**src/rtl/uart_rx_pkg.sv**
```systemverilog
package uart_rx_pkg;
  localparam int MAX_BITS = 9;
  localparam int BUF_W    = 8;

  typedef enum logic [2:0] {
    RX_IDLE, RX_START, RX_DATA, RX_PAR, RX_STOP, RX_HOLD
  } rx_state_e;

  typedef struct packed {
    logic [MAX_BITS-1:0] data;
    logic                par_err;
    logic                frm_err;
    logic                brk;
  } rx_frame_t;

  function automatic logic [3:0] data_bits(input logic [1:0] cfg);
    case (cfg)
      2'b00:   data_bits = 4'd8;
      2'b01:   data_bits = 4'd7;
      default: data_bits = 4'd9;
    endcase
  endfunction
endpackage

```
**src/rtl/uart_rx_sync.sv**
```systemverilog
module uart_rx_sync #(
  parameter int STAGES = 2
) (
  input  logic clk_i,
  input  logic rst_ni,
  input  logic d_i,
  output logic q_o
);
  logic [STAGES-1:0] ff_q;

  for (genvar i = 0; i < STAGES; i++) begin : g_stage
    if (i == 0) begin : g_first
      always_ff @(posedge clk_i or negedge rst_ni)
        if (!rst_ni) ff_q[i] <= 1'b1;
        else         ff_q[i] <= d_i;
    end else begin : g_next
      always_ff @(posedge clk_i or negedge rst_ni)
        if (!rst_ni) ff_q[i] <= 1'b1;
        else         ff_q[i] <= ff_q[i-1];
    end
  end

  assign q_o = ff_q[STAGES-1];
endmodule

```
**src/rtl/uart_rx_deframer.sv**
```systemverilog
module uart_rx_deframer
  import uart_rx_pkg::*;
#(
  parameter int OVS = 16
) (
  input  logic      clk_i,
  input  logic      rst_ni,
  input  logic      tick_i,
  input  logic      line_i,
  input  logic [1:0] len_cfg_i,
  input  logic      par_en_i,
  input  logic      par_odd_i,
  output logic      done_o,
  output rx_frame_t frame_o
);
  localparam int CNT_W = $clog2(OVS);
  localparam logic [CNT_W-1:0] SMP_A = CNT_W'(OVS/2 - 1);
  localparam logic [CNT_W-1:0] SMP_B = CNT_W'(OVS/2);
  localparam logic [CNT_W-1:0] SMP_C = CNT_W'(OVS/2 + 1);
  localparam logic [CNT_W-1:0] LAST  = CNT_W'(OVS - 1);

  rx_state_e           state_q;
  logic [CNT_W-1:0]    cnt_q;
  logic [1:0]          samp_q;
  logic [3:0]          idx_q;
  logic [MAX_BITS-1:0] shreg_q;
  logic                par_acc_q, par_bit_q, all_low_q;

  logic       vote, at_vote, at_end;
  logic [3:0] nbits;

  assign vote    = (samp_q[1] & samp_q[0]) | (samp_q[1] & line_i) | (samp_q[0] & line_i);
  assign at_vote = tick_i && (cnt_q == SMP_C);
  assign at_end  = tick_i && (cnt_q == LAST);
  assign nbits   = data_bits(len_cfg_i);

  always_ff @(posedge clk_i or negedge rst_ni) begin
    if (!rst_ni) begin
      state_q   <= RX_IDLE;
      cnt_q     <= '0;
      samp_q    <= '1;
      idx_q     <= '0;
      shreg_q   <= '0;
      par_acc_q <= 1'b0;
      par_bit_q <= 1'b0;
      all_low_q <= 1'b0;
      done_o    <= 1'b0;
      frame_o   <= '0;
    end else begin
      done_o <= 1'b0;
      if (tick_i && state_q != RX_IDLE && state_q != RX_HOLD) begin
        cnt_q <= cnt_q + 1'b1;
        if (cnt_q == SMP_A || cnt_q == SMP_B) samp_q <= {samp_q[0], line_i};
      end
      case (state_q)
        RX_IDLE: if (tick_i && !line_i) begin
          state_q   <= RX_START;
          cnt_q     <= CNT_W'(1);
          idx_q     <= '0;
          shreg_q   <= '0;
          par_acc_q <= 1'b0;
          all_low_q <= 1'b1;
        end
        RX_START: begin
          if (at_vote && vote) state_q <= RX_IDLE;  // false start
          else if (at_end)     state_q <= RX_DATA;
        end
        RX_DATA: begin
          if (at_vote) begin
            shreg_q   <= {vote, shreg_q[MAX_BITS-1:1]};
            par_acc_q <= par_acc_q ^ vote;
            all_low_q <= all_low_q & ~vote;
          end
          if (at_end) begin
            if (idx_q == nbits - 4'd1) begin
              idx_q   <= '0;
              state_q <= par_en_i ? RX_PAR : RX_STOP;
            end else begin
              idx_q <= idx_q + 4'd1;
            end
          end
        end
        RX_PAR: begin
          if (at_vote) begin
            par_bit_q <= vote;
            all_low_q <= all_low_q & ~vote;
          end
          if (at_end) state_q <= RX_STOP;
        end
        RX_STOP: if (at_vote) begin
          done_o          <= 1'b1;
          frame_o.data    <= shreg_q >> (MAX_BITS - int'(nbits));
          frame_o.par_err <= par_en_i & (par_acc_q ^ par_bit_q ^ par_odd_i);
          frame_o.brk     <= all_low_q & ~vote;
          frame_o.frm_err <= ~all_low_q & ~vote;
          state_q         <= vote ? RX_IDLE : RX_HOLD;
        end
        RX_HOLD: if (line_i) state_q <= RX_IDLE;  // rearm only after line returns high
        default: state_q <= RX_IDLE;
      endcase
    end
  end
endmodule

```
**src/rtl/uart_rx_status_regs.sv**
```systemverilog
module uart_rx_status_regs
  import uart_rx_pkg::*;
(
  input  logic             clk_i,
  input  logic             rst_ni,
  input  logic             done_i,
  input  rx_frame_t        frame_i,
  input  logic             line_i,
  input  logic             rbuf_rd_i,
  input  logic             stat_rd_i,
  input  logic             attn_set_i,
  output logic [BUF_W-1:0] rbuf_o,
  output logic             rbit9_o,
  output logic             full_o,
  output logic             ovr_o,
  output logic             frm_o,
  output logic             par_o,
  output logic             brk_o,
  output logic             attn_o,
  output logic             rcv_err_o
);
  logic nine, accept, busy;

  assign nine   = frame_i.data[MAX_BITS-1];
  assign accept = done_i && (!attn_o || nine);
  assign busy   = full_o && !rbuf_rd_i;

  always_ff @(posedge clk_i or negedge rst_ni) begin
    if (!rst_ni) begin
      rbuf_o    <= '0;
      rbit9_o   <= 1'b0;
      full_o    <= 1'b0;
      ovr_o     <= 1'b0;
      frm_o     <= 1'b0;
      par_o     <= 1'b0;
      brk_o     <= 1'b0;
      attn_o    <= 1'b0;
      rcv_err_o <= 1'b0;
    end else begin
      if (accept && !busy) begin
        rbuf_o  <= frame_i.data[BUF_W-1:0];
        rbit9_o <= nine;
        full_o  <= 1'b1;
      end else if (rbuf_rd_i) begin
        full_o <= 1'b0;
      end
      // set wins over clear-on-read
      ovr_o <= (accept & busy)                  | (ovr_o & ~stat_rd_i);
      frm_o <= (done_i & frame_i.frm_err)       | (frm_o & ~stat_rd_i);
      par_o <= (done_i & frame_i.par_err)       | (par_o & ~stat_rd_i);
      brk_o <= (done_i & frame_i.brk)           | (brk_o & ~stat_rd_i);

      if (attn_set_i)          attn_o <= 1'b1;
      else if (done_i && nine) attn_o <= 1'b0;

      if (done_i && (frame_i.frm_err || frame_i.brk)) rcv_err_o <= 1'b1;
      else if (line_i)                                rcv_err_o <= 1'b0;
    end
  end
endmodule

```
**src/rtl/uart_rx_status.sv**
```systemverilog
module uart_rx_status
  import uart_rx_pkg::*;
#(
  parameter int OVS         = 16,
  parameter int SYNC_STAGES = 2
) (
  input  logic             clk_i,
  input  logic             rst_ni,
  input  logic             tick_i,
  input  logic             rx_i,
  input  logic             loop_i,
  input  logic [1:0]       len_cfg_i,
  input  logic             par_en_i,
  input  logic             par_odd_i,
  input  logic             rbuf_rd_i,
  input  logic             stat_rd_i,
  input  logic             attn_set_i,
  input  logic             rx_irq_en_i,
  output logic [BUF_W-1:0] rbuf_o,
  output logic             rbit9_o,
  output logic             rx_full_o,
  output logic             ovr_o,
  output logic             frm_o,
  output logic             par_o,
  output logic             brk_o,
  output logic             err_o,
  output logic             attn_o,
  output logic             rcv_err_o,
  output logic             irq_o
);
  logic      line_raw, line_s, frame_done;
  rx_frame_t frame_q;

  assign line_raw = (len_cfg_i == 2'b11) ? loop_i : rx_i;

  uart_rx_sync #(.STAGES(SYNC_STAGES)) u_sync (
    .clk_i (clk_i),
    .rst_ni(rst_ni),
    .d_i   (line_raw),
    .q_o   (line_s)
  );

  uart_rx_deframer #(.OVS(OVS)) u_deframer (
    .clk_i    (clk_i),
    .rst_ni   (rst_ni),
    .tick_i   (tick_i),
    .line_i   (line_s),
    .len_cfg_i(len_cfg_i),
    .par_en_i (par_en_i),
    .par_odd_i(par_odd_i),
    .done_o   (frame_done),
    .frame_o  (frame_q)
  );

  uart_rx_status_regs u_regs (
    .clk_i     (clk_i),
    .rst_ni    (rst_ni),
    .done_i    (frame_done),
    .frame_i   (frame_q),
    .line_i    (line_s),
    .rbuf_rd_i (rbuf_rd_i),
    .stat_rd_i (stat_rd_i),
    .attn_set_i(attn_set_i),
    .rbuf_o    (rbuf_o),
    .rbit9_o   (rbit9_o),
    .full_o    (rx_full_o),
    .ovr_o     (ovr_o),
    .frm_o     (frm_o),
    .par_o     (par_o),
    .brk_o     (brk_o),
    .attn_o    (attn_o),
    .rcv_err_o (rcv_err_o)
  );

  assign err_o = ovr_o | frm_o | par_o | brk_o;
  assign irq_o = rx_full_o & rx_irq_en_i;
endmodule

```
**config.mk**
```make
export PLATFORM = sky130hd
export DESIGN_NAME = uart_rx_status
export DESIGN_NICKNAME = d
export VERILOG_FILES = /design/src/rtl/uart_rx_pkg.sv /design/src/rtl/uart_rx_sync.sv /design/src/rtl/uart_rx_deframer.sv /design/src/rtl/uart_rx_status_regs.sv /design/src/rtl/uart_rx_status.sv
export SDC_FILE = /design/constraint.sdc
export NUM_CORES = 1
export LEC_CHECK = 0
export BUFFER_PORTS_ARGS = -buffer_cell sky130_fd_sc_hd__buf_2
export CAP_MARGIN = 0
export CELL_PAD_IN_SITES_DETAIL_PLACEMENT = 0
export CELL_PAD_IN_SITES_GLOBAL_PLACEMENT = 1
export CORE_MARGIN = 2
export CORE_UTILIZATION = 40
export CTS_BUF_LIST = sky130_fd_sc_hd__clkbuf_16
export DETAILED_ROUTE_END_ITERATION = 7
export GPL_TIMING_DRIVEN = 1
export HOLD_SLACK_MARGIN = 0.08
export PLACE_DENSITY = 0.71
export SLEW_MARGIN = 10
export SYNTH_ARGS = -nofsm -noshare
export SYNTH_HDL_FRONTEND = slang
export SYNTH_SLANG_ARGS = --single-unit
```
**constraint.sdc**
```tcl
create_clock -name clk_i -period 2.74 [get_ports clk_i]
set_clock_uncertainty 0.15 [all_clocks]
set_input_delay 0.548 -clock clk_i [delete_from_list [all_inputs] [get_ports clk_i]]
set_output_delay 0.548 -clock clk_i [all_outputs]
set_load 0.02 [all_outputs]
```
==> metrics.cfg <==
[setup_path]
worst-endpoint-required_ns=2.77
arrival_time_worst_endpoint_ns=2.07
ff_to_ff_start=u_deframer.state_q[2]
worst_setup_path_startpoint=u_deframer.state_q[2]
startpoint_class_of_the_critical_path=flop
worst_r2r_path_depth=5
worstReg2RegEnd=u_deframer.state_q[2]
critPathCaptureType=flop
reg2reg_setup_slack_ns=0.70
crit_fanout=14
worst-setup-path-type=flop to flop

[floorplan]
io-pin-count=31
core.rowCount=30
die_x_um=88.43
core_sq_um=6832
die_area_sq_um=7820
dieHeight_um=88.43
floorplan.initialDensity_pct=41.74

[synth]
most_used_flip_flop_cell_after_synthesis=sky130_fd_sc_hd__dfrtp_1
number_of_enable_flip_flop_cells_after_synthesis=0
net_count_of_the_mapped_netlist=295
seq_area_frac_synth_pct=49.32
synth.cell_area_sq_um=2851
synth-warning-count=0
syn_inst=277
synth_area_per_cell_sq_um=10.29
async_flop_share_pct=100.0
synth.lib_cells_used.distinct=52
postSynthRegisterBits=56

[global_route]
grt_first_pass_wirelength_um=9232
first_global_vias=1954
grt.total_usage_pct=15.12
grt.overflow.total=0
number_of_antenna_violations_at_the_first_check_in_global_routing=0
grt_start_max_net_pins=32

[clock_tree]
path_clk_slew_ns=0.07
cts_tree=done
cts.sink_count=56
ctsHtreeMaxLevel=2
tritoncts.num_buffers=5
post_cts_resized=0
cts_root_buffer_type=sky130_fd_sc_hd__clkbuf_16
hold_buf_cts=0
clock_insertion_delay_worst_skew_ns=0.30
clock_tree.buffer_depth=2
post_cts_setup_buffer_count=0

[sta]
min_period_ns=2.040
final.period_utilization_pct=74.44
worst_slew_pin_slew_ns=0.7091
setup_violations=0
fmax_mhz=490.3
maxSlewHeadroom_pct=52.72
finalHoldViolCount=0
timing.final.max_slew_violations=0
fin_worst_hold_slack_ns=0.1506
fin_setup_tns_ns=0
setup_ws_ns=0.7003
rsz0062_at_grt=no

[layout]
area_growth_pct=13.73
fin_cells=404
finish.utilization_pct=47.47
layout.cells.most_common_list=sky130_fd_sc_hd__dfrtp_1, sky130_fd_sc_hd__nand2_1, sky130_fd_sc_hd__buf_2
final.fill_count=682
layout.nets=325
mostFrequentLayoutCell=sky130_fd_sc_hd__dfrtp_1
post_route_cells_drive_above_1_share_pct=21.75
n_antenna_cell=0

[placement]
placed_cells_incl_taps=396
detailedPlace.worstSlack_ns=0.5438
place_hpwl_um=3851
gp_congestion=0.7848
io_buffer_count=30

[drt]
wl_per_cell_um=13.08
drt-pass1-iter-count=5
route.detailed.vias_per_inst=5.000
route.antenna.remaining_nets=0
drt-initial-drc-count=65
drc=0
vias=2020
drt-total-wl_um=5283

[min_path]
min-delay-path-class=input pin to async pin

[flow_run]
drv_cap=0

[run_status]
run_status=finished, final reports clean

[pwr]
max-vdd-ir-drop_v=0.0003317
p_leak_uw=0.001540
power_density_nw_per_um2=845.5

[critical path: stages, from the launching register on]
cell,delay [ns]
sky130_fd_sc_hd__dfrtp_1,0.58
sky130_fd_sc_hd__nand2b_1,0.36
sky130_fd_sc_hd__nor2_1,0.26
sky130_fd_sc_hd__nand2_2,0.14
sky130_fd_sc_hd__nand4b_4,0.13
sky130_fd_sc_hd__mux2_4,0.30
[worst max path at each step]
stage,slack (ns),cells past startpoint,end
floorplan,0.61,8,u_deframer.frame_o[4]
global placement,0.64,6,u_deframer.state_q[2]
detailed placement,0.54,6,u_deframer.state_q[2]
CTS,0.69,7,u_deframer.frame_o[7]
global route,0.50,7,u_deframer.frame_o[8]
finish,0.70,5,u_deframer.state_q[2]
[flip-flops by register name, indices dropped and copies added (netlist names)]
register,cells
u_deframer.frame_o,12
u_deframer.shreg_q,9
u_regs.rbuf_o,8
u_deframer.cnt_q,4
u_deframer.idx_q,4
u_deframer.state_q,3
u_deframer.samp_q,2
u_deframer.all_low_q,1
u_deframer.done_o,1
u_deframer.par_acc_q,1
u_deframer.par_bit_q,1
u_regs.attn_o,1
u_regs.brk_o,1
u_regs.frm_o,1
u_regs.full_o,1
u_regs.ovr_o,1
u_regs.par_o,1
u_regs.rbit9_o,1
u_regs.rcv_err_o,1
u_sync.ff_q,1
u_sync.q_o,1
[Yosys cell counts, types with 2 or more instances]
cell,n,area (sq um)
sky130_fd_sc_hd__a22oi_1,2,15.01
sky130_fd_sc_hd__o2bb2ai_1,2,17.52
sky130_fd_sc_hd__nand2b_1,7,43.79
sky130_fd_sc_hd__mux2i_1,8,80.08
sky130_fd_sc_hd__a21o_1,5,37.54
sky130_fd_sc_hd__xnor2_1,3,26.28
sky130_fd_sc_hd__buf_2,6,30.03
sky130_fd_sc_hd__a22o_1,2,17.52
sky130_fd_sc_hd__o31ai_1,2,15.01
sky130_fd_sc_hd__xor2_1,4,35.03
sky130_fd_sc_hd__nand4b_4,2,47.55
sky130_fd_sc_hd__or2_1,2,12.51
sky130_fd_sc_hd__dfstp_2,4,105.1
sky130_fd_sc_hd__inv_1,22,82.58
sky130_fd_sc_hd__and2_1,2,12.51
sky130_fd_sc_hd__a21oi_1,11,55.05
sky130_fd_sc_hd__dfrtp_1,52,1301
sky130_fd_sc_hd__nand2_1,31,116.4
sky130_fd_sc_hd__nand4_1,3,18.77
sky130_fd_sc_hd__o22ai_1,4,25.02
sky130_fd_sc_hd__mux2_1,2,22.52
sky130_fd_sc_hd__nor2_1,18,67.56
sky130_fd_sc_hd__o21ai_0,10,50.05
sky130_fd_sc_hd__o21ai_1,16,80.08
sky130_fd_sc_hd__ha_1,5,62.56
sky130_fd_sc_hd__nand3_1,15,75.07
sky130_fd_sc_hd__mux2_2,10,112.6
sky130_fd_sc_hd__buf_4,2,15.01
sky130_fd_sc_hd__nor3_1,2,10.01
[report_power, final]
| part | switching [uW] | total [uW] | leakage (uW) | internal, uW |
|---|---|---|---|---|
| Sequential | 251 | 1280 | 0.000723 | 1030 |
| Combinational | 422 | 823 | 0.000747 | 401 |
| Clock | 299 | 640 | 0.0000702 | 341 |
| Total | 972 | 2740 | 0.00154 | 1770 |
[routing by layer]
layer | global-route usage (%) | wire length [um] | vias to the layer above
met2 | 24.33 | 2355 | 37
met3 | 3.731 | 217 | 6
met4 | 4.545 | 73 | 0
met5 | 0 | 0 | -
li1 | - | - | 1018
met1 | 20.28 | 2636 | 959
[area by class of cell]
type / count / area, sq um / share of cell area, %
Clock buffer: 5 / 125.1 / 3.858
Clock inverter: 3 / 21.27 / 0.6559
Inverter: 23 / 86.33 / 2.662
Multi-Input combinational cell: 188 / 1299 / 40.05
Sequential cell: 56 / 1406 / 43.36
Tap cell: 96 / 120.1 / 3.704
Timing Repair Buffer: 33 / 185.2 / 5.710
[through the flow]
step | total power (uW) | area (sq um)
after detailed placement | 2124 | 3097
after floorplan | 1931 | 2851
after CTS | 2773 | 3243
after global routing | 2939 | 3243
final | 2742 | 3243
after global placement | 2114 | 3097
[cells by family (layout without fill, tap and decap cells)]
group           after synthesis  in the layout  share of synthesized area [%]
compound gates               61             61                          15.01
flops                        56             56                          49.32
fa+ha+maj                     6              6                          2.589
simple gates                 93             93                          17.73
mux                          21             21                          8.074
xor+xnor                      7              7                          2.150
buf+inv                      33             64                          5.133
No activity file was read; power rests on OpenSTA's default activity.
